===== src/rtl/lfsr_crc_pkg.sv =====
package lfsr_crc_pkg;

   typedef enum logic [1:0] {
      CMP_EQ = 2'd0,
      CMP_LE = 2'd1,
      CMP_LT = 2'd2,
      CMP_NE = 2'd3
   } cmp_kind_e;

   typedef enum logic [1:0] {
      ADDR_STATE = 2'd0,
      ADDR_POLY  = 2'd1,
      ADDR_SEED  = 2'd2,
      ADDR_RSVD  = 2'd3
   } reg_addr_e;

endpackage


===== src/rtl/lfsr_crc_core.sv =====
module lfsr_crc_core #(
   parameter int WIDTH = 8
) (
   input  logic             clk_i,
   input  logic             rst_ni,
   input  logic             enable_i,
   input  logic             prs_mode_i,
   input  logic             data_i,
   input  logic [WIDTH-1:0] poly_i,
   input  logic             load_i,
   input  logic [WIDTH-1:0] load_val_i,
   output logic [WIDTH-1:0] state_o
);

   localparam int MSB = WIDTH - 1;

   logic [WIDTH-1:0] state_q;
   logic [WIDTH-1:0] nxt;
   logic             fb;

   if (WIDTH < 2) begin : g_bad_width
      $error("lfsr_crc_core: WIDTH must be at least 2");
   end

   assign fb = state_q[MSB] ^ (data_i & ~prs_mode_i);

   for (genvar g = 0; g < WIDTH; g++) begin : g_tap
      if (g == 0) begin : g_lsb
         assign nxt[g] = fb & poly_i[g];
      end else begin : g_upper
         assign nxt[g] = state_q[g-1] ^ (fb & poly_i[g]);
      end
   end

   always_ff @(posedge clk_i or negedge rst_ni) begin
      if (!rst_ni) begin
         state_q <= '0;
      end else if (load_i) begin
         state_q <= load_val_i;
      end else if (enable_i) begin
         state_q <= nxt;
      end
   end

   assign state_o = state_q;

endmodule


===== src/rtl/lfsr_crc_regs.sv =====
module lfsr_crc_regs
   import lfsr_crc_pkg::*;
#(
   parameter int WIDTH = 8
) (
   input  logic             clk_i,
   input  logic             rst_ni,
   input  logic             enable_i,
   input  logic             wr_i,
   input  logic             rd_i,
   input  logic [1:0]       addr_i,
   input  logic [WIDTH-1:0] wdata_i,
   input  logic [WIDTH-1:0] state_i,
   output logic [WIDTH-1:0] poly_o,
   output logic [WIDTH-1:0] seed_o,
   output logic             load_o,
   output logic [WIDTH-1:0] load_val_o,
   output logic [WIDTH-1:0] rdata_o
);

   logic [WIDTH-1:0] poly_q;
   logic [WIDTH-1:0] seed_q;
   logic             seed_wr;
   logic             poly_wr;
   logic             residue_grab;

   assign seed_wr      = wr_i && (addr_i == ADDR_SEED);
   assign poly_wr      = wr_i && !enable_i && (addr_i == ADDR_POLY);
   assign residue_grab = rd_i && !wr_i && !enable_i && (addr_i == ADDR_STATE);

   always_ff @(posedge clk_i or negedge rst_ni) begin
      if (!rst_ni) begin
         poly_q <= '0;
      end else if (poly_wr) begin
         poly_q <= wdata_i;
      end
   end

   always_ff @(posedge clk_i or negedge rst_ni) begin
      if (!rst_ni) begin
         seed_q <= '0;
      end else if (seed_wr) begin
         seed_q <= wdata_i;
      end else if (residue_grab) begin
         seed_q <= state_i;
      end
   end

   assign load_o     = seed_wr && !enable_i;
   assign load_val_o = wdata_i;
   assign rdata_o    = (rd_i && addr_i == ADDR_SEED) ? seed_q : '0;
   assign poly_o     = poly_q;
   assign seed_o     = seed_q;

endmodule


===== src/rtl/lfsr_crc_cmp.sv =====
module lfsr_crc_cmp
   import lfsr_crc_pkg::*;
#(
   parameter int WIDTH = 8
) (
   input  logic             enable_i,
   input  logic [1:0]       mode_i,
   input  logic [WIDTH-1:0] state_i,
   input  logic [WIDTH-1:0] seed_i,
   output logic             aux_o
);

   logic eq, lt;

   assign eq = (state_i == seed_i);
   assign lt = (state_i < seed_i);

   always_comb begin
      aux_o = 1'b0;
      if (enable_i) begin
         unique case (cmp_kind_e'(mode_i))
            CMP_EQ:  aux_o = eq;
            CMP_LE:  aux_o = eq | lt;
            CMP_LT:  aux_o = lt;
            CMP_NE:  aux_o = ~eq;
            default: aux_o = 1'b0;
         endcase
      end
   end

endmodule


===== src/rtl/lfsr_crc_engine.sv =====
module lfsr_crc_engine #(
   parameter int WIDTH = 8
) (
   input  logic             clk_i,
   input  logic             rst_ni,
   input  logic             enable_i,
   input  logic             prs_mode_i,
   input  logic             data_i,
   input  logic [1:0]       cmp_mode_i,
   input  logic             wr_i,
   input  logic             rd_i,
   input  logic [1:0]       addr_i,
   input  logic [WIDTH-1:0] wdata_i,
   output logic [WIDTH-1:0] rdata_o,
   output logic             serial_o,
   output logic             aux_o
);

   localparam int MSB = WIDTH - 1;

   if (WIDTH < 2 || WIDTH > 64) begin : g_bad_width
      $error("lfsr_crc_engine: WIDTH out of range 2..64");
   end

   logic [WIDTH-1:0] state_q;
   logic [WIDTH-1:0] poly_q;
   logic [WIDTH-1:0] seed_q;
   logic             load;
   logic [WIDTH-1:0] load_val;

   lfsr_crc_regs #(.WIDTH(WIDTH)) regs_i (
      .clk_i      (clk_i),
      .rst_ni     (rst_ni),
      .enable_i   (enable_i),
      .wr_i       (wr_i),
      .rd_i       (rd_i),
      .addr_i     (addr_i),
      .wdata_i    (wdata_i),
      .state_i    (state_q),
      .poly_o     (poly_q),
      .seed_o     (seed_q),
      .load_o     (load),
      .load_val_o (load_val),
      .rdata_o    (rdata_o)
   );

   lfsr_crc_core #(.WIDTH(WIDTH)) core_i (
      .clk_i      (clk_i),
      .rst_ni     (rst_ni),
      .enable_i   (enable_i),
      .prs_mode_i (prs_mode_i),
      .data_i     (data_i),
      .poly_i     (poly_q),
      .load_i     (load),
      .load_val_i (load_val),
      .state_o    (state_q)
   );

   lfsr_crc_cmp #(.WIDTH(WIDTH)) cmp_i (
      .enable_i (enable_i),
      .mode_i   (cmp_mode_i),
      .state_i  (state_q),
      .seed_i   (seed_q),
      .aux_o    (aux_o)
   );

   assign serial_o = state_q[MSB];

endmodule


===== config.mk =====
export PLATFORM = sky130hd
export DESIGN_NAME = lfsr_crc_engine
export DESIGN_NICKNAME = d
export VERILOG_FILES = /design/src/rtl/lfsr_crc_pkg.sv /design/src/rtl/lfsr_crc_core.sv /design/src/rtl/lfsr_crc_regs.sv /design/src/rtl/lfsr_crc_cmp.sv /design/src/rtl/lfsr_crc_engine.sv
export SDC_FILE = /design/constraint.sdc
export NUM_CORES = 1
export LEC_CHECK = 0
export ABC_AREA = 1
export BUFFER_PORTS_ARGS = -buffer_cell sky130_fd_sc_hd__buf_2
export CAP_MARGIN = 10
export CORE_MARGIN = 2
export CORE_UTILIZATION = 39
export DETAILED_ROUTE_END_ITERATION = 10
export MAX_ROUTING_LAYER = met4
export PLACE_DENSITY = 0.65
export SYNTH_ARGS = -nofsm -noshare
export SYNTH_HDL_FRONTEND = slang
export SYNTH_SLANG_ARGS = --single-unit

===== constraint.sdc =====
create_clock -name clk_i -period 1.6 [get_ports clk_i]
set_input_delay 0.16 -clock clk_i [delete_from_list [all_inputs] [get_ports clk_i]]
set_output_delay 0.16 -clock clk_i [all_outputs]
set_load 0.01 [all_outputs]

* Word-level counts from Yosys, hierarchy flattened *
Cells that the tools add are included.

cells by class
  muxes and demuxes = 7
  equality and inequality tests = 6
  reduce and logical (&&, ||, !) cells = 14
  bitwise operators = 20
  order comparisons = 1

operator list
  cell                                                 count
  2-to-1 mux 8 bit                                     5
  AND 1 bit                                            9
  equality test 8 bit                                  1
  logical AND 1 bit                                    8
  < comparator 8 bit                                   1
  bitwise XOR 1 bit                                    8
  equality test 2 bit, second input constant           3
  equality test 2 x 1 -> 1 bit, second input constant  2
  logical NOT 2 bit                                    2
  one-hot mux 1 bit (4 select lines)                   1
  nonzero test 2 bit                                   2
  logical NOT 1 bit                                    2
  inverter 1 bit                                       2
  2-to-1 mux 1 bit                                     1
  bitwise OR 1 bit                                     1

storage, ports and cells
  bits in registers = 24
  word-level logic and storage cells = 51
  output and inout bits = 10
  bits of input ports = 19

* Logic depth before layout (Yosys ltp) *
Gate-level depths: netlist (run 1).

  depth after elaboration = 7
  depth in mapped cells = 12
  depth with buffers taken out = 12

* Modules after synthesis *
A second synthesis (run 1) with hierarchy kept.

unflattened totals
  cell total of the unflattened synthesis = 245
  area total of the unflattened synthesis = 1858.0 sq um

by module, submodules not included
  module         times used  area each (sq um)  cells each  sequential area each (sq um)
  lfsr_crc_regs  1           1013.5             128         400.4
  lfsr_crc_core  1           579.3              71          200.2
  lfsr_crc_cmp   1           265.3              46          0.0

* Worst setup path after synthesis (run 1) *
OpenSTA, ideal clock, no wires.

  path type = register to output
  start = register core_i.state_q[7] (netlist: core_i.state_o[7])
  end = output aux_o
  cell stages (with the launch flop) = 8
  path buffers = 0
  path slack = 0.084 ns
  data arrival time = 1.356 ns
  required time = 1.440 ns
  cell sequence = dfrtp_1 > ha_1 > a21o_1 > nor2_1 > nand3_1 > nand2_1 > nand2_1 > nor2_1

on the way
  word-level cells in the longest chain between the ends = 4
  elaborated cells on any way between the ends = 6
  classes of those cells = order compare: 1; eq/ne: 1; mux: 2; bitwise: 2

RTL lines
  item                                                       line                                    text
  start: declaration                                         lfsr_crc_core.sv:17                     logic [WIDTH-1:0] state_q;
  start signal: assignment                                   lfsr_crc_core.sv:39                     state_q <= load_val_i;
  start signal: assignment                                   lfsr_crc_core.sv:41                     state_q <= nxt;
  < comparator 8 bit or equality test 8 bit (tied branches)  lfsr_crc_cmp.sv:16, lfsr_crc_cmp.sv:15
  bitwise OR 1 bit or inverter 1 bit (tied branches)         lfsr_crc_cmp.sv:23, lfsr_crc_cmp.sv:25
  one-hot mux 1 bit (4 select lines) (*)                     lfsr_crc_cmp.sv:21                      unique case (cmp_kind_e'(mode_i))
  2-to-1 mux 1 bit (*)                                       lfsr_crc_cmp.sv:20                      if (enable_i) begin
  end: declaration                                           lfsr_crc_engine.sv:16                   output logic aux_o

Every way passes the cells marked *; elsewhere a longest branch is shown, timed or not.

* Worst setup path after layout (run 1) *
  start = register core_i.state_q[6] (netlist: core_i.state_o[6])
  end = output aux_o

The elaborated chain is that of the path after synthesis.

==> out/metrics.yaml, run 1 <==
clock_network:
  tritoncts.num_buffers: 3
  clk_transition_reported_paths_ns: 0.08
  clock-root-buffer: "sky130_fd_sc_hd__clkbuf_8"
  cts_buffer_depth: 2
  cts_tree: "yes"
  htree_levels: 1
  clk_latency_ns: 0.26
  clock_sinks: 24
logic_synthesis:
  ys_seq_elements: 24
  synth-edff-count: 0
  synth.largest_area_cell: "sky130_fd_sc_hd__dfrtp_1"
  yosys_warns: 0
  synthArstFlopShare: 1.00
  synth_fp_nets: 223
  synthesis.area_sq_um: 1460
  synthTopCellsByCount: "51 x sky130_fd_sc_hd__nand2_1, 33 x sky130_fd_sc_hd__inv_1, 24 x sky130_fd_sc_hd__dfrtp_1, 23 x sky130_fd_sc_hd__nor2_1, 13 x sky130_fd_sc_hd__o21ai_0"
  synth.top_cell.area_share: 0.410
  number_of_distinct_library_cells_after_synthesis: 24
  synth_most_common_cell: "sky130_fd_sc_hd__nand2_1"
  predominant_post_synthesis_flop_cell: "sky130_fd_sc_hd__dfrtp_1"
  netlist_instances: 196
  fraction_of_the_yosys_area_taken_by_sequential_cells: 0.410
  postSynthAreaPerCell_sq_um: 7.47
  synth.top_cells.by_area: "sky130_fd_sc_hd__dfrtp_1 41%, sky130_fd_sc_hd__nand2_1 13%, sky130_fd_sc_hd__inv_1 8.5%"
critical_path:
  setup.worst_path.start_class: "flop"
  worst-path-max-fanout: 3
  cp_data_arrival_time_ns: 1.62
  r2r_setup_slack_ns: 0.19
  regToRegStartpoint: "core_i.state_o[7]"
  launch_point_of_the_worst_path: "core_i.state_o[6]"
  cp.required_ns: 1.44
  critPathCaptureType: "output port"
  timing.setup.critical_path_class: "reg -> out"
global_route:
  grt-ovfl-total: 0
  groute.usage.overall: 0.162
  first_global_vias: 1201
  grt_start_max_net_pins: 25
  grt_antenna_before_repair: 0
  grt_first_pass_wirelength_um: 5260
sta:
  fin_crit_sh: 1.11
  maxSlewViolCount: 0
  grt_setup_unrepaired: "true"
  holdWs_ns: 0.146
  finalSetupViolations: 1
  worstMarginPinSlew_ns: 0.530
  finalWorstPathRequiredPeriod_ns: 1.78
  slew_headroom: 0.647
  finalClockSkew_ns: 0.00282
  final.setup.worst_slack_ns: -0.179
  maxClockFrequency_mhz: 562
  final_hold_viol_count: 0
drt:
  detailroute.via_count: 1286
  final_antenna_net_count: 0
  finalWirelength_um: 3050
  drc: 0
  routed_wire_length_per_instance_um: 10.7
  drt-initial-drc-count: 35
  route.detailed.vias_per_inst: 4.50
  firstDrtPassIters: 4
worst_hold_path:
  hold_path.class: "in -> reg"
  timing.hold.worst.start: "wdata_i[0]"
power:
  sequentialPowerShare: 0.349
  power_switching_share: 0.374
  powerDensity_nw_per_um2: 1330
  clock_network_fraction_of_total_power: 0.162
  proportion_of_power_drawn_by_combinational_gates: 0.490
  power.leakage_nw: 1.01
  internal_power_w: 0.00158
  sw_power_w: 0.000942
  ir_drop_mv: 0.443
outcome:
  violations: "negative setup slack"
  outcome: "complete, but fails checks"
floorplan:
  number_of_placed_i_o_pins: 29
  dieHeight_um: 65.3
  row_count: 22
  initial_utilization: 0.403
  placeableCoreArea_sq_um: 3630
  die-area_sq_um: 4260
  floorplan.die.width_um: 65.3
cells_and_area:
  num-nets-final: 266
  layout.cell_area.non_filler_sq_um: 1900
  fraction_of_final_layout_cells_with_drive_strength_greater_than_1: 0.315
  area.growth.synth_to_final_pct: 29.7
  antenna_cells: 0
placed_design:
  dp_worst_setup_slack_ns: 0.0423
  detailedPlacementHpwl_um: 2250
  globalplace.congestion: 0.841
  dpl-instance-area_sq_um: 1690
  io_buffers: 28
job:
  maxCapViolCount: 0
-- placed cells by master, fill, tap and decap left out, drive strengths merged, types with 3 or more instances in the layout --
cell	instances
inv	33
a31oi	4
nand3	10
nor2	24
o21ai	23
buf	42
ha	8
a21oi	5
clkbuf	4
nand2	52
dfrtp	24
xor2	3
-- layer usage --
metal	up-vias	share of wire	global-route usage
li1	701	-	-
met1	564	0.53	0.225
met2	17	0.44	0.247
met3	4	0.020	0.0205
met4	0	0.013	0.0547
met5	-	0	-
-- worst paths after layout --
| path | endpoint | depth (start not counted) |
|---|---|---|
| min in group asynchronous | regs_i.seed_o[6] | 2 |
| max in group asynchronous | regs_i.poly_o[3] | 2 |
| max | aux_o | 9 |
| min | regs_i.poly_o[0] | 2 |
| max reg2reg | core_i.state_o[3] | 7 |
| min reg2reg | regs_i.poly_o[5] | 2 |
-- stage by stage --
step	instances	TNS (ns)	total power, W	util
floorplan	196	0	0.00149	-
global placement	276	0	0.00179	0.465
detailed placement	276	0	0.00181	0.465
CTS	285	-0.180	0.00245	0.514
global route	286	-0.326	0.00276	0.522
finish	286	-0.179	0.00252	0.522
-- final cells by class --
| type | instances | area, sq um |
|---|---|---|
| Fill cell | 363 | 1740 |
| Multi-Input combinational cell | 134 | 803 |
| Sequential cell | 24 | 601 |
| Timing Repair Buffer | 43 | 255 |
| Inverter | 33 | 124 |
| Tap cell | 48 | 60.1 |
| Clock buffer | 4 | 55.1 |
-- cell families (layout without fill, tap and decap cells) --
kind of cell / after synthesis / count (layout) / share of synthesized area
flops: 24 / 24 / 0.410
simple gates: 87 / 87 / 0.249
xor+xnor: 3 / 3 / 0.0180
mux: 1 / 1 / 0.00769
fa+ha+maj: 8 / 8 / 0.0684
compound gates: 35 / 35 / 0.133
buf+inv: 38 / 80 / 0.114
-- registers in the layout (all words and copies together), names as in the netlist --
name / cells
core_i.state_o: 8
regs_i.poly_o: 8
regs_i.seed_o: 8
-- worst max-delay path, stage by stage, from the launching register on --
cell                       delay [ns]
sky130_fd_sc_hd__dfrtp_1         0.43
sky130_fd_sc_hd__ha_4            0.28
sky130_fd_sc_hd__nand2_2         0.06
sky130_fd_sc_hd__nor2_4          0.13
sky130_fd_sc_hd__nand2_1         0.06
sky130_fd_sc_hd__a21boi_1        0.11
sky130_fd_sc_hd__nand2_1         0.06
sky130_fd_sc_hd__nand2_1         0.05
sky130_fd_sc_hd__nor2_1          0.04
sky130_fd_sc_hd__buf_2           0.12
-- power by group through the flow --
stage / logic (W) / clock network, W / registers, W
after detailed placement: 0.000953 / 0 / 0.000855
after global placement: 0.000938 / 0 / 0.000852
final: 0.00123 / 0.000407 / 0.000878
after CTS: 0.00117 / 0.000417 / 0.000869
after global routing: 0.00141 / 0.000449 / 0.000899
after floorplan: 0.000628 / 0 / 0.000867
-- repair_timing --
item,4_1_cts,5_1_grt
pin swaps,4,1
hold endpoints to repair,24,0
resized for setup,18,6
setup buffers,4,1
cloned,0,0
hold buffers,1,0
setup endpoints to repair,1,1
(Power assumes the default switching activity.)
==> inputs of run 2 (changes only) <==
--- a/config.mk
+++ b/config.mk
@@ -5,7 +5,6 @@
 export SDC_FILE = /design/constraint.sdc
 export NUM_CORES = 1
 export LEC_CHECK = 0
-export ABC_AREA = 1
 export BUFFER_PORTS_ARGS = -buffer_cell sky130_fd_sc_hd__buf_2
 export CAP_MARGIN = 10
 export CORE_MARGIN = 2
@@ -13,6 +12,7 @@
 export DETAILED_ROUTE_END_ITERATION = 10
 export MAX_ROUTING_LAYER = met4
 export PLACE_DENSITY = 0.65
+export SLEW_MARGIN = 5
 export SYNTH_ARGS = -nofsm -noshare
 export SYNTH_HDL_FRONTEND = slang
 export SYNTH_SLANG_ARGS = --single-unit
==> out/metrics.yaml, run 2 <==
outcome:
  outcome: "complete, but fails checks"
  violations: "negative setup slack"
drt:
  drc: 0  # unchanged
  route.detailed.vias_per_inst: 5.27  # +17%
  final_antenna_net_count: 0  # unchanged
  routed_wire_length_per_instance_um: 13.7  # +28%
  firstDrtPassIters: 4  # unchanged
  drt-initial-drc-count: 34  # -2.9%
  detailroute.via_count: 1280  # -0.47%
  finalWirelength_um: 3320  # +9.0%
sta:
  maxSlewViolCount: 0  # unchanged
  finalClockSkew_ns: 0.000780  # -0.00204 ns
  maxClockFrequency_mhz: 549  # -2.4%
  finalWorstPathRequiredPeriod_ns: 1.82  # +0.0431 ns
  fin_crit_sh: 1.14  # +0.0270
  worstMarginPinSlew_ns: 0.548  # +0.0181 ns
  final.setup.worst_slack_ns: -0.222  # -0.0431 ns
  accumulated_negative_setup_slack_ns: -0.222  # -0.0431 ns
  finalSetupViolations: 1  # unchanged
  slew_headroom: 0.635  # -0.0120
  grt_setup_unrepaired: "true"
  final_hold_viol_count: 0  # unchanged
logic_synthesis:
  ys_seq_elements: 24  # unchanged
  fraction_of_the_yosys_area_taken_by_sequential_cells: 0.407  # -0.00348
  synth_most_common_cell: "sky130_fd_sc_hd__dfrtp_1"
  postSynthAreaPerCell_sq_um: 9.46  # +27%
  synth.largest_area_cell: "sky130_fd_sc_hd__dfrtp_1"
  synthesis.area_sq_um: 1480  # +0.85%
  netlist_instances: 156  # -20%
  synth_fp_nets: 183  # -18%
  synth.top_cells.by_area: "sky130_fd_sc_hd__dfrtp_1 41%, sky130_fd_sc_hd__a21oi_1 7.1%, sky130_fd_sc_hd__ha_1 6.8%"
  yosys_warns: 0  # unchanged
  predominant_post_synthesis_flop_cell: "sky130_fd_sc_hd__dfrtp_1"
  synthTopCellsByCount: "24 x sky130_fd_sc_hd__dfrtp_1, 21 x sky130_fd_sc_hd__a21oi_1, 15 x sky130_fd_sc_hd__inv_1, 10 x sky130_fd_sc_hd__nand2_1, 9 x sky130_fd_sc_hd__and2_1"
  synthArstFlopShare: 1.00  # unchanged
  synth.top_cell.area_share: 0.407  # -0.00348
  number_of_distinct_library_cells_after_synthesis: 34  # +42%
  synth-edff-count: 0  # unchanged
floorplan:
  row_count: 22  # unchanged
  die-area_sq_um: 4290  # +0.80%
  initial_utilization: 0.403  # about the same
  placeableCoreArea_sq_um: 3660  # +0.76%
  number_of_placed_i_o_pins: 29  # unchanged
  floorplan.die.width_um: 65.5  # +0.40%
  dieHeight_um: 65.5  # +0.40%
worst_hold_path:
  hold-path-endpoint: "regs_i.poly_o[6]"
  worst_hold_path.num_cells: 2  # unchanged
  hold_path.class: "in -> reg"
  timing.hold.worst.start: "wdata_i[6]"
global_route:
  globalRouteMet2Util: 0.281  # +0.0332
  grt_first_pass_wirelength_um: 5670  # +7.9%
  first_global_vias: 1271  # +5.8%
  grt_antenna_before_repair: 0  # unchanged
  gr_peak_layer: "met2"
  grt_start_max_net_pins: 25  # unchanged
  groute.usage.overall: 0.173  # +0.0106
  grt_util_met1: 0.228  # +0.00229
  grt-ovfl-total: 0  # unchanged
  gr-usage-met3: 0.0205  # unchanged
critical_path:
  worstPathCellList: "ha_4 > nand4_1 > o211ai_1 > o31a_1 > o22ai_1 > buf_2"
  path_delay_family: "flip-flops"
  setup.worst_path.start_class: "flop"
  critPathCaptureType: "output port"
  cp_data_arrival_time_ns: 1.66  # +0.04 ns
  slowest_stage: "sky130_fd_sc_hd__dfrtp_1"
  timing.setup.critical_path_class: "reg -> out"
  r2r_setup_slack_ns: 0.15  # -0.04 ns
  r2r.worst_path.cells: 6  # -1
  rr_endpoint: "core_i.state_o[4]"
  regToRegStartpoint: "core_i.state_o[7]"
  cpPeakStageDelay_ns: 0.41  # -0.02 ns
  worst-path-max-fanout: 3  # unchanged
  worst-path-buf-inv: 1  # unchanged
  cp.required_ns: 1.44  # about the same
power:
  clock_network_fraction_of_total_power: 0.179  # +0.017
  proportion_of_power_drawn_by_combinational_gates: 0.439  # -0.051
  sequentialPowerShare: 0.383  # +0.034
  power.leakage_nw: 0.893  # -12%
  powerDensity_nw_per_um2: 1210  # -8.9%
  sw_power_w: 0.000785  # -17%
  power_switching_share: 0.344  # -0.0298
  internal_power_w: 0.00149  # -5.2%
  ir_drop_mv: 0.439  # -0.76%
  post-layout-total-power_w: 0.00228  # -9.5%
clock_network:
  clock-root-buffer: "sky130_fd_sc_hd__clkbuf_8"
  clk_transition_reported_paths_ns: 0.08  # about the same
  htree_levels: 1  # unchanged
  clk_latency_ns: 0.26  # about the same
  cts_buffer_depth: 2  # unchanged
  cts_tree: "yes"
  tritoncts.num_buffers: 3  # unchanged
  clock_sinks: 24  # unchanged
job:
  maxCapViolCount: 0  # unchanged
cells_and_area:
  most-common-layout-cells: "28 x sky130_fd_sc_hd__buf_2, 24 x sky130_fd_sc_hd__dfrtp_1, 21 x sky130_fd_sc_hd__a21oi_1, 13 x sky130_fd_sc_hd__inv_1, 13 x sky130_fd_sc_hd__buf_4"
  area.growth.synth_to_final_pct: 27.7
  layout_commonest_cell: "sky130_fd_sc_hd__buf_2"
  fraction_of_final_layout_cells_with_drive_strength_greater_than_1: 0.328  # +0.0131
  antenna_cells: 0  # unchanged
  num-nets-final: 223  # -16%
  finish.utilization: 0.515  # -0.00735
placed_design:
  detailedPlacementHpwl_um: 2540  # +13%
  globalplace.congestion: 0.817  # -2.8%
  dp_worst_setup_slack_ns: -0.129  # -0.171 ns
  io_buffers: 28  # unchanged
==> run 2: cell count changes in the layout (fill, tap and decap cells not counted), moves of 5 or more <==
cell	delta
sky130_fd_sc_hd__nor2_1	-20
sky130_fd_sc_hd__nand2_2	-5
sky130_fd_sc_hd__a21oi_1	+17
sky130_fd_sc_hd__o31a_1	+5
sky130_fd_sc_hd__o21ai_0	-7
sky130_fd_sc_hd__nand2_1	-37
sky130_fd_sc_hd__o21ai_1	-5
sky130_fd_sc_hd__inv_2	-5
sky130_fd_sc_hd__mux2_2	+7
sky130_fd_sc_hd__o211ai_1	+6
sky130_fd_sc_hd__and2_1	+9
sky130_fd_sc_hd__and3_1	+5
sky130_fd_sc_hd__inv_1	-13
==> run 2: metrics by stage <==
| stage | instances | hold slack (ns) | instance area, sq um |
|---|---|---|---|
| 3_3_place_gp | 235 | 0.172 | 1730 |
| 4_1_cts | 243 | 0.133 | 1860 |
| 5_1_grt | 243 | 0.129 | 1890 |
| 6_report | 243 | 0.141 | 1890 |
| 2_1_floorplan | 156 | -0.136 | 1480 |
| 3_5_place_dp | 235 | 0.179 | 1730 |
==> run 2: repair_timing <==
action	4_1_cts	5_1_grt
endpoints found under the setup margin	1	1
setup buffers	3	0
pin swaps	6	4
hold buffers	1	0
endpoints found under the hold margin	24	0
gates resized for setup	8	2
==> run 2: worst max-delay path by stage <==
stage,startpoint,end,cells past startpoint
2_1_floorplan,core_i.state_o[7],aux_o,4
3_3_place_gp,core_i.state_o[7],aux_o,5
3_5_place_dp,core_i.state_o[7],aux_o,5
4_1_cts,core_i.state_o[1],aux_o,6
5_1_grt,regs_i.seed_o[5],aux_o,7
6_report,core_i.state_o[7],aux_o,6
==> run 2: logic make-up (layout without fill, tap and decap cells) <==
group                      after synthesis  in the layout  synth area share
AOI/OAI and AO/OA                       52             52             0.220
xor gates and xnor gates                 2              2            0.0119
adders and majority gates                8              8            0.0678
buffers and inverters                   23             62            0.0669
DFF                                     24             24             0.407
muxes                                    9              9            0.0678
and+or+nand+nor                         38             38             0.158
==> run 2: final cells by class <==
class                           instances  area [sq um]
Clock buffer                            4          55.1
Sequential cell                        24           601
Timing Repair Buffer                   43           268
Tap cell                               48          60.1
Fill cell                             353          1780
Multi-Input combinational cell        109           846
Inverter                               15          56.3
==> run 2: power groups by stage <==
stage	Sequential [W]	Combinational (W)	Clock (W)
global route	0.000894	0.00112	0.000446
CTS	0.000862	0.000966	0.000424
finish	0.000872	0.000999	0.000407
global placement	0.000863	0.000818	0
floorplan	0.000858	0.000546	0
detailed placement	0.000869	0.000843	0
==> run 2: metal layers <==
metal  wire, um  vias to the layer above
li1           -                      634
met1       1560                      629
met2       1650                       15
met3         94                        2
met4         20                        0
met5          0                        -
